File: src/rtl/ucnt_pkg.sv
package ucnt_pkg;

  typedef enum logic {
    DIR_DOWN = 1'b0,
    DIR_UP   = 1'b1
  } dir_e;

  // Width needed to hold the modulus value itself (one bit wider than the count)
  function automatic int mod_bits(input int width);
    return width + 1;
  endfunction

endpackage

File: src/rtl/ucnt_sparse_dec.sv
// Detects that every bit set in PATTERN is also set in value.
// Bits that are zero in PATTERN are don't-care.
module ucnt_sparse_dec #(
  parameter int              W       = 5,
  parameter logic [W-1:0]    PATTERN = '1
) (
  input  logic [W-1:0] value,
  output logic         hit
);

  logic [W-1:0] term;

  for (genvar i = 0; i < W; i++) begin : g_bit
    if (PATTERN[i]) begin : g_used
      assign term[i] = value[i];
    end else begin : g_skip
      assign term[i] = 1'b1;
    end
  end

  assign hit = &term;

endmodule

File: src/rtl/ucnt_step.sv
// Next-state and boundary logic for the counter.
module ucnt_step
  import ucnt_pkg::*;
#(
  parameter int WIDTH   = 4,
  parameter int MODULUS = 10
) (
  input  logic [WIDTH-1:0] cur,
  input  logic             en,
  input  logic             up,
  output logic [WIDTH-1:0] nxt,
  output logic             boundary,
  output logic             wrap
);

  localparam int               XW      = mod_bits(WIDTH);
  localparam logic [XW-1:0]    MOD_VAL = XW'(MODULUS);
  localparam logic [WIDTH-1:0] TOP     = WIDTH'(MODULUS - 1);

  dir_e            dir;
  logic [XW-1:0]   inc;
  logic [WIDTH-1:0] dec;
  logic            up_hit;
  logic            dn_zero;

  assign dir     = dir_e'(up);
  assign inc     = {1'b0, cur} + 1'b1;
  assign dec     = cur - 1'b1;
  assign dn_zero = (cur == '0);

  // Recycle decode uses only the one-bits of the modulus value
  ucnt_sparse_dec #(
    .W       (XW),
    .PATTERN (MOD_VAL)
  ) u_recycle (
    .value (inc),
    .hit   (up_hit)
  );

  always_comb begin
    boundary = (dir == DIR_UP) ? up_hit : dn_zero;
    wrap     = en & boundary;
    nxt      = cur;
    if (en) begin
      if (dir == DIR_UP) begin
        nxt = up_hit ? '0 : inc[WIDTH-1:0];
      end else begin
        nxt = dn_zero ? TOP : dec;
      end
    end
  end

endmodule

File: src/rtl/modn_updown_counter.sv
module modn_updown_counter #(
  parameter int WIDTH   = 4,
  parameter int MODULUS = 10
) (
  input  logic             clk,
  input  logic             rst,
  input  logic             en,
  input  logic             up,
  output logic [WIDTH-1:0] count,
  output logic             carry_out,
  output logic             term_strobe
);

  logic [WIDTH-1:0] cnt_q;
  logic [WIDTH-1:0] cnt_d;
  logic             at_edge;
  logic             wrap_now;
  logic             strobe_q;

  ucnt_step #(
    .WIDTH   (WIDTH),
    .MODULUS (MODULUS)
  ) u_step (
    .cur      (cnt_q),
    .en       (en),
    .up       (up),
    .nxt      (cnt_d),
    .boundary (at_edge),
    .wrap     (wrap_now)
  );

  always_ff @(posedge clk) begin
    if (rst) begin
      cnt_q    <= '0;
      strobe_q <= 1'b0;
    end else begin
      cnt_q    <= cnt_d;
      strobe_q <= wrap_now;
    end
  end

  assign count       = cnt_q;
  assign carry_out   = wrap_now;
  assign term_strobe = strobe_q;

endmodule

File: config.mk
export PLATFORM = sky130hd
export DESIGN_NAME = modn_updown_counter
export DESIGN_NICKNAME = d
export VERILOG_FILES = /design/src/rtl/ucnt_pkg.sv /design/src/rtl/ucnt_sparse_dec.sv /design/src/rtl/ucnt_step.sv /design/src/rtl/modn_updown_counter.sv
export SDC_FILE = /design/constraint.sdc
export NUM_CORES = 1
export LEC_CHECK = 0
export BUFFER_PORTS_ARGS = -buffer_cell sky130_fd_sc_hd__buf_2
export CORE_AREA = 2 2 39 41
export CTS_CLUSTER_DIAMETER = 100
export DETAILED_ROUTE_END_ITERATION = 12
export DIE_AREA = 0 0 41 43
export PLACE_DENSITY_LB_ADDON = 0.12
export SLEW_MARGIN = 30
export SYNTH_ARGS = -nofsm -noshare
export SYNTH_HDL_FRONTEND = slang
export SYNTH_SLANG_ARGS = --single-unit
export TNS_END_PERCENT = 30
File: constraint.sdc
create_clock -name clk -period 1.78 [get_ports clk]
set_input_delay 0.267 -clock clk [delete_from_list [all_inputs] [get_ports clk]]
set_output_delay 0.267 -clock clk [all_outputs]
set_load 0.005 [all_outputs]
**After elaboration in Yosys (flattened, before gate mapping)**

Index checks and enable logic that the tools add are counted.

- Bits in registers: 5
- Logic and storage cells: 11
- Output and inout bits: 6

- Reductions and logical operators: 2
- Add/subtract/negate cells: 2
- Multiplexer cells: 4
- Bitwise operators: 1

Operators with widths:

| operator | number |
|---|---|
| $mux 4 | 3 |
| $add 4x1->4 const B | 1 |
| $logic_not 4->1 | 1 |
| $sub 4x1->4 const B | 1 |
| $reduce_and 2->1 | 1 |
| $and 1x1->1 | 1 |
| $mux 1 | 1 |

**Depth between registers and ports, before layout**

Gate-level depths: netlist (run 1).

- Word-level depth: 4
- Depth in mapped cells: 6
- Mapped depth without buffers: 6

**Modules after synthesis**

From an unflattened synthesis (run 1), not the netlist that was laid out.

- Cell total of the unflattened synthesis: 48
- Area, all modules: 399.1 µm²

Modules (own cells, without submodules):

| module | cells an instance | area each (µm²) | times used | sequential area each (µm²) |
|---|---|---|---|---|
| ucnt_step | 37 | 261.5 | 1 | 0.0 |
| modn_updown_counter | 10 | 131.4 | 1 | 100.1 |
| ucnt_sparse_dec | 1 | 6.3 | 1 | 0.0 |

**Worst setup path before layout (run 1)**

OpenSTA, ideal clock, no wires.

- Path type: register to output
- Start point: register cnt_q[0] (netlist: count[0])
- End point: output port carry_out
- Path slack: 0.390 ns
- Stages on the path, launching flop included: 6
- Arrival time: 1.123 ns
- Path buffers: 0
- Required time: 1.513 ns
- Cell sequence: dfxtp_1 > inv_1 > ha_1 > nand2_1 > o21ai_1 > and2_1

- Longest elaborated chain between the ends: 4

Ends and longest elaborated chain:

| what | RTL line | RTL |
|---|---|---|
| from (decl) | modn_updown_counter.sv:14 | `logic [WIDTH-1:0] cnt_q;` |
| from (signal assigned) | modn_updown_counter.sv:37 | `cnt_q <= cnt_d;` |
| $add 4x1->4 | ucnt_step.sv:27 | `assign inc = {1'b0, cur} + 1'b1;` |
| $reduce_and 2->1 | ucnt_sparse_dec.sv:21 | `assign hit = &term;` |
| $mux 1 (*) | ucnt_step.sv:41 | `boundary = (dir == DIR_UP) ? up_hit : dn_zero;` |
| $and 1x1->1 (*) | ucnt_step.sv:42 | `wrap = en & boundary;` |
| to (decl) | modn_updown_counter.sv:10 | `output logic carry_out,` |

Every way passes the cells marked *; elsewhere a longest branch is shown, timed or not.

**Worst setup path after layout (run 1)**

Ends and elaborated chain as after synthesis.

==> out/qor.txt, run 1 <==
largest net degree at the start of global routing: 13
Initial Util: 29.5%
Hold WS: 263 ps
Static Leak: 0.191 nW
Peak supply drop: 0.000179 V
row cnt: 14
CTS Buf Count: 3
worst slack, placed: 250 ps
CTS resizes: 1
Synth Area in XOR/XNOR: 3.99%
share of the synthesized area in the top cell type: 24.5%
simple-gate share of the synthesized area: 30.4%
Starting DRT DRC Count: 10
power per cell area: 736 nW/um2
mean area per synthesized cell: 8.87 um2
net switching power: 0.114 mW
Tightest Pin Transition: 344 ps
Int Pwr: 0.259 mW
main combinational cell family by area after synthesis: simple AND/OR/NAND/NOR gates
Final Cycle Share: 92.7%
drt pass-1 iters: 4
detailed-route vias per instance: 5.19
Layout Area Growth over Synthesis: 24.2%
overall power: 0.373 mW
Synth Flop Type: dfxtp_1
Cell Count Post-Placement: 69
cells after synthesis: 46
Antenna Violating Nets Remaining: 0
Synth cell types: 30
Sw Ratio: 30.5%
CP peak stage delay: 380 ps
hold buffer count at CTS: 0
min cycle time layout: 1650 ps
Synth Area in Compound Gates: 25.8%
area leader, netlist: dfxtp_1
Critical-path top delay cell: dfxtp_4
Seq/Total Area, Yosys: 24.5%
Final Skew: 0.898 ps
flops & latches, synth: 5
vias: 379
fin area: 507 um2
RSZ-0062 raised after global routing: false
max-cap violations: 0
Setup TNS: 0 ps
Final Setup Violations: 0
Clk Latency, worst-skew pair: 240 ps
CP Launch Type: flop
per-cell routed wire length: 12.6 um
endpoints failing hold: 0
post-place instance area: 462 um2
mux cell area share after synthesis: 2.76%
global-route wire length before repair: 1.35 mm
vias in the first global route: 327
asr flop ratio synth: 0%
crit path cell chain: inv_1 > ha_4 > nand2_1 > o21ai_1 > and2_1 > buf_2
Ys Warns: 0
GRT Overall Usage: 11.2%
crit path DAT: 1380 ps
Post-synth EDFFs: 0
Critical Path Sink Type: output port
# Post-CTS Setup Buffers: 0
die area: 1760 um2
Cell Area, Synth: 408 um2
I/O pin total: 10
slew margin rel.: 76.7%
Adder-Cell Fraction of Synth Area: 6.13%
H-tree depth: 1
Seq pwr share: 37.4%
core area: 1380 um2
Chip Width: 41 um
status: completed
GR Overflow Total: 0
count of input and output buffers: 9
CP Data Required Time: 1510 ps
CTS tree: yes
clock-pin slew on the worst setup and hold paths: 40 ps
Die H: 43 um
DRC violations left: 0
antenna fix cells: 0
top post-synthesis cells by area: dfxtp_1 (25%), ha_1 (6.1%), nor2b_1 (4.6%)
count of pins over their slew limit: 0
final net count: 64
Worst Hold Class: primary input to flop
Final Util: 36.6%
setup ws final: 129 ps
Clock Path Buffers: 2
most frequent cells in the layout: buf_2 (9), nor2_1 (4), nor2b_1 (3), clkbuf_4 (3)
Clock Root Buffer: clkbuf_4
layout cells sized above 1: 43.9%
Clk pwr share: 34.8%
Final Instance Count excl. Fillers: 73
Clock Sink Count: 5
Fill cells: 151
combinational share of power: 27.8%
GPL Wtd Cong: 0.836
commonest non-fill, non-tap cell in the layout: buf_2
antenna violations before repair: 0
Post-Syn Nets: 52
critical path class: flop to output port
Fmax: 0.606 GHz
overall routed net length: 918 um
Max FO, Critical Path: 7
HPWL Detailed: 653 um
-- cells in the mapped netlist (all sizes together), types with 2 or more instances --
library cell,count
a31oi,2
ha,2
nor2b,3
buf,2
dfxtp,5
o311ai,2
nor2,4
inv,2
o21ai,2
a211oi,2
nand3b,2
nand2,2
nand2b,2
-- critical path, delay by kind of cell, from the launching register on --
| kind | cells | cell delay (ps) |
|---|---|---|
| buffers and inverters | 2 | 180 |
| AO/OA/AOI/OAI | 1 | 130 |
| AND/OR/NAND/NOR | 2 | 180 |
| adder cells (fa/ha/maj) | 1 | 280 |
| flip-flops | 1 | 380 |
-- power groups by stage --
stage / combinational [mW] / sequential [mW] / clock, mW
2_1_floorplan: 0.0732 / 0.134 / 0
3_3_place_gp: 0.0959 / 0.140 / 0
3_5_place_dp: 0.0937 / 0.140 / 0
4_1_cts: 0.0944 / 0.139 / 0.136
5_1_grt: 0.113 / 0.141 / 0.143
6_report: 0.104 / 0.139 / 0.130
-- registers in the layout, indices dropped and copies added (netlist names) --
signal and count:
count 4, term_strobe 1
-- cell families after synthesis --
group	Yosys count
simple gates	19
compound gates	13
buf+inv	5
flops	5
fa+ha+maj	2
xor+xnor	1
mux	1
-- cell type report --
type | count | area (um2) | share of cell area (%)
multi-input cells | 36 | 294 | 58.0
flip-flops and latches | 5 | 106 | 21.0
repair buffers | 10 | 52.6 | 10.4
clock buffers | 4 | 26.3 | 5.19
well taps | 16 | 20.0 | 3.95
inverters | 2 | 7.51 | 1.48
-- worst paths after layout --
kind / endpoint / startpoint / slack [ps] / cells past startpoint
worst max-delay path: carry_out / count[0] / 130 / 6
worst min-delay path: count[1] / rst / 260 / 2
worst max register to register: count[1] / count[1] / 420 / 6
worst min register to register: count[0] / count[0] / 590 / 2
-- layer usage --
layer  wire [um]  vias to the layer above  part of all wire (%)  global-route usage (%)
li1            -                      190                     -                       -
met1         447                      177                    49                    16.3
met2         423                       12                    46                    15.3
met3          47                        0                   5.1                    1.57
met4           0                        0                     0                    6.00
met5           0                        -                     0                       0
Note: power is estimated with default switching activity, not from simulation.
==> run 2, diff against run 1 <==
--- a/config.mk
+++ b/config.mk
@@ -5,11 +5,11 @@
 export SDC_FILE = /design/constraint.sdc
 export NUM_CORES = 1
 export LEC_CHECK = 0
+export ABC_AREA = 1
 export BUFFER_PORTS_ARGS = -buffer_cell sky130_fd_sc_hd__buf_2
-export CORE_AREA = 2 2 39 41
+export CORE_UTILIZATION = 30
 export CTS_CLUSTER_DIAMETER = 100
 export DETAILED_ROUTE_END_ITERATION = 12
-export DIE_AREA = 0 0 41 43
 export PLACE_DENSITY_LB_ADDON = 0.12
 export SLEW_MARGIN = 30
 export SYNTH_ARGS = -nofsm -noshare
==> run 2 against run 1 <==
Effect of this change: count of clock-buffer cells in the layout unchanged; fmax up 1.0%; synthesized cell count is 54% higher; non-clock buffer count rose by 3; worst setup slack improved by 17 ps; global-route usage increased by 4.6 points; worst hold slack worse by 48 ps; largest cell class unchanged; largest power group is now the clock network; highest routed layer unchanged.
==> out/qor.txt, run 2 <==
clock-pin slew on the worst setup and hold paths: 40 ps (about the same)
mean area per synthesized cell: 5.87 um2 (-34%)
max reg flops: 4 (unchanged)
CTS Buf Count: 3 (unchanged)
commonest non-fill, non-tap cell in the layout: nand2_1
final net count: 93 (+45%)
Clock Root Buffer: clkbuf_4
Cell Area, Synth: 417 um2 (+2.1%)
Max FO, Critical Path: 4 (-3)
endpoints failing hold: 0 (unchanged)
crit path DAT: 1370 ps (about the same)
Seq/Total Area, Yosys: 24.0% (-0.52 points)
GPL Wtd Cong: 0.842 (+0.74%)
core area: 1300 um2 (-6.0%)
Clock Path Buffers: 2 (unchanged)
GRT Overall Usage: 15.9% (+4.6 points)
RSZ-0062 raised after global routing: false
Chip Width: 39.3 um (-4.2%)
antenna violations before repair: 0 (unchanged)
antenna fix cells: 0 (unchanged)
Post-Syn Nets: 77 (+48%)
drt pass-1 iters: 4 (unchanged)
Layout Area Growth over Synthesis: 27.9%
Final Cycle Share: 91.8% (-0.96 points)
power per cell area: 746 nW/um2 (+1.4%)
Fmax: 0.612 GHz (+1.0%)
I/O pin total: 10 (unchanged)
Ys Warns: 0 (unchanged)
Post-synth EDFFs: 0 (unchanged)
vias in the first global route: 398 (+22%)
global-route wire length before repair: 1.60 mm (+19%)
area leader, netlist: dfxtp_1
Post-synth top cells: nand2_1 (17), nor2_1 (11), inv_1 (10), nand3_1 (10), dfxtp_1 (5)
GR Overflow Total: 0 (unchanged)
slew margin rel.: 83.3% (+6.6 points)
max-cap violations: 0 (unchanged)
Clk pwr share: 34.0% (-0.8 points)
critical path class: flop to output port
Int Pwr: 0.264 mW (+1.7%)
CP Launch Type: flop
Static Leak: 0.293 nW (+53%)
per-cell routed wire length: 10.3 um (-18%)
vias: 494 (+30%)
Antenna Violating Nets Remaining: 0 (unchanged)
worst slack, placed: 322 ps (+71.8 ps)
Fill cells: 161 (+6.6%)
net switching power: 0.134 mW (+18%)
Final Setup Violations: 0 (unchanged)
Setup TNS: 0 ps (unchanged)
Critical path origin: count[0]
count of pins over their slew limit: 0 (unchanged)
Tightest Pin Transition: 250 ps (-94.2 ps)
row cnt: 13 (-1)
most frequent cells in the layout: nand2_1 (17), nand3_1 (10), nor2_1 (10)
Peak supply drop: 0.000327 V (+83%)
hold buffer count at CTS: 0 (unchanged)
Clk Latency, worst-skew pair: 250 ps (about the same)
top post-synthesis cells by area: dfxtp_1 (24%), nand2_1 (15%), nand3_1 (12%)
Synth Flop Type: dfxtp_1
Die H: 39.3 um (-8.7%)
H-tree depth: 1 (unchanged)
DRC violations left: 0 (unchanged)
Starting DRT DRC Count: 15 (+5)
setup ws final: 146 ps (+17.1 ps)
asr flop ratio synth: 0% (unchanged)
Reg-to-Reg Start: count[0]
layout cells sized above 1: 27.9% (-16 points)
Final Skew: 9.31 ps (+8.41 ps)
Worst Hold Class: primary input to flop
min cycle time layout: 1630 ps (-17.1 ps)
cells after synthesis: 71 (+54%)
Critical Path Sink Type: output port
flops & latches, synth: 5 (unchanged)
CP Data Required Time: 1510 ps (about the same)
detailed-route vias per instance: 4.89 (-5.8%)
largest net degree at the start of global routing: 10 (-3)
Synth cell types: 19 (-37%)
die area: 1540 um2 (-13%)
share of the synthesized area in the top cell type: 24.0% (-0.52 points)
count of input and output buffers: 9 (unchanged)
CTS tree: yes
count leader, synth: nand2_1
combinational share of power: 33.6% (+5.8 points)
Clock Sink Count: 5 (unchanged)
overall routed net length: 1.04 mm (+13%)
Initial Util: 32.0% (+2.5 points)
HPWL Detailed: 816 um (+25%)
Seq pwr share: 32.4% (-5.0 points)
status: completed
Hold Crit Start: rst
Sw Ratio: 33.7% (+3.2 points)
Final Util: 41.0% (+4.3 points)
run 2: what timing repair did:
action	in CTS	in global routing
setup buffers	0	0
gates resized for setup	0	3
endpoints found under the setup margin	0	1
run 2: layout make-up:
| class | count | area (um2) | area share [%] |
|---|---|---|---|
| well taps | 15 | 18.8 | 3.52 |
| multi-input cells | 53 | 272 | 50.9 |
| clock buffers | 4 | 26.3 | 4.93 |
| flip-flops and latches | 5 | 100 | 18.8 |
| inverters | 11 | 41.3 | 7.75 |
| repair buffers | 13 | 75.1 | 14.1 |
run 2: metal layers:
metal  vias to the layer above  share of wire, %  GRT usage, %
li1                        256                 -             -
met3                         0               6.0          9.09
met4                         0                 0          1.72
met5                         -                 0             0
met2                        17                48          25.4
met1                       221                46          18.8
run 2: power groups by stage:
| stage | Sequential (mW) | Combinational (mW) | Clock (mW) |
|---|---|---|---|
| after floorplan | 0.135 | 0.0825 | 0 |
| after global placement | 0.131 | 0.125 | 0 |
| after detailed placement | 0.131 | 0.125 | 0 |
| after CTS | 0.129 | 0.125 | 0.141 |
| after global routing | 0.131 | 0.152 | 0.151 |
| final | 0.129 | 0.134 | 0.135 |
run 2: through the flow:
step,hold WS (ps),cells,cell area [um2],total power [mW]
2_1_floorplan,334,71,417,0.218
3_3_place_gp,467,97,492,0.256
3_5_place_dp,466,97,492,0.256
4_1_cts,210,101,518,0.395
5_1_grt,214,101,533,0.434
6_report,215,101,533,0.398
run 2: logic make-up (layout without fill, tap and decap cells):
| kind of cell | after synthesis | after routing | share of synthesized area, % |
|---|---|---|---|
| buffers and inverters | 13 | 28 | 14.4 |
| AOI/OAI and AO/OA | 7 | 7 | 9.61 |
| DFF | 5 | 5 | 24.0 |
| adders and majority gates | 2 | 2 | 6.01 |
| and+or+nand+nor | 44 | 44 | 45.9 |
run 2: worst paths after layout:
kind | to | slack [ps] | cells after the start
worst max-delay path | carry_out | 150 | 9
worst min-delay path | term_strobe | 210 | 2
worst max register to register | count[1] | 530 | 5
worst min register to register | count[0] | 670 | 5
run 2: worst max-delay path, cell delays in order (launching register included):
cell	delay, ps
dfxtp_1	340
inv_2	70
ha_4	270
nand2_1	50
inv_1	60
nand3_1	70
nand2_1	80
nand2_2	60
inv_1	50
buf_2	100
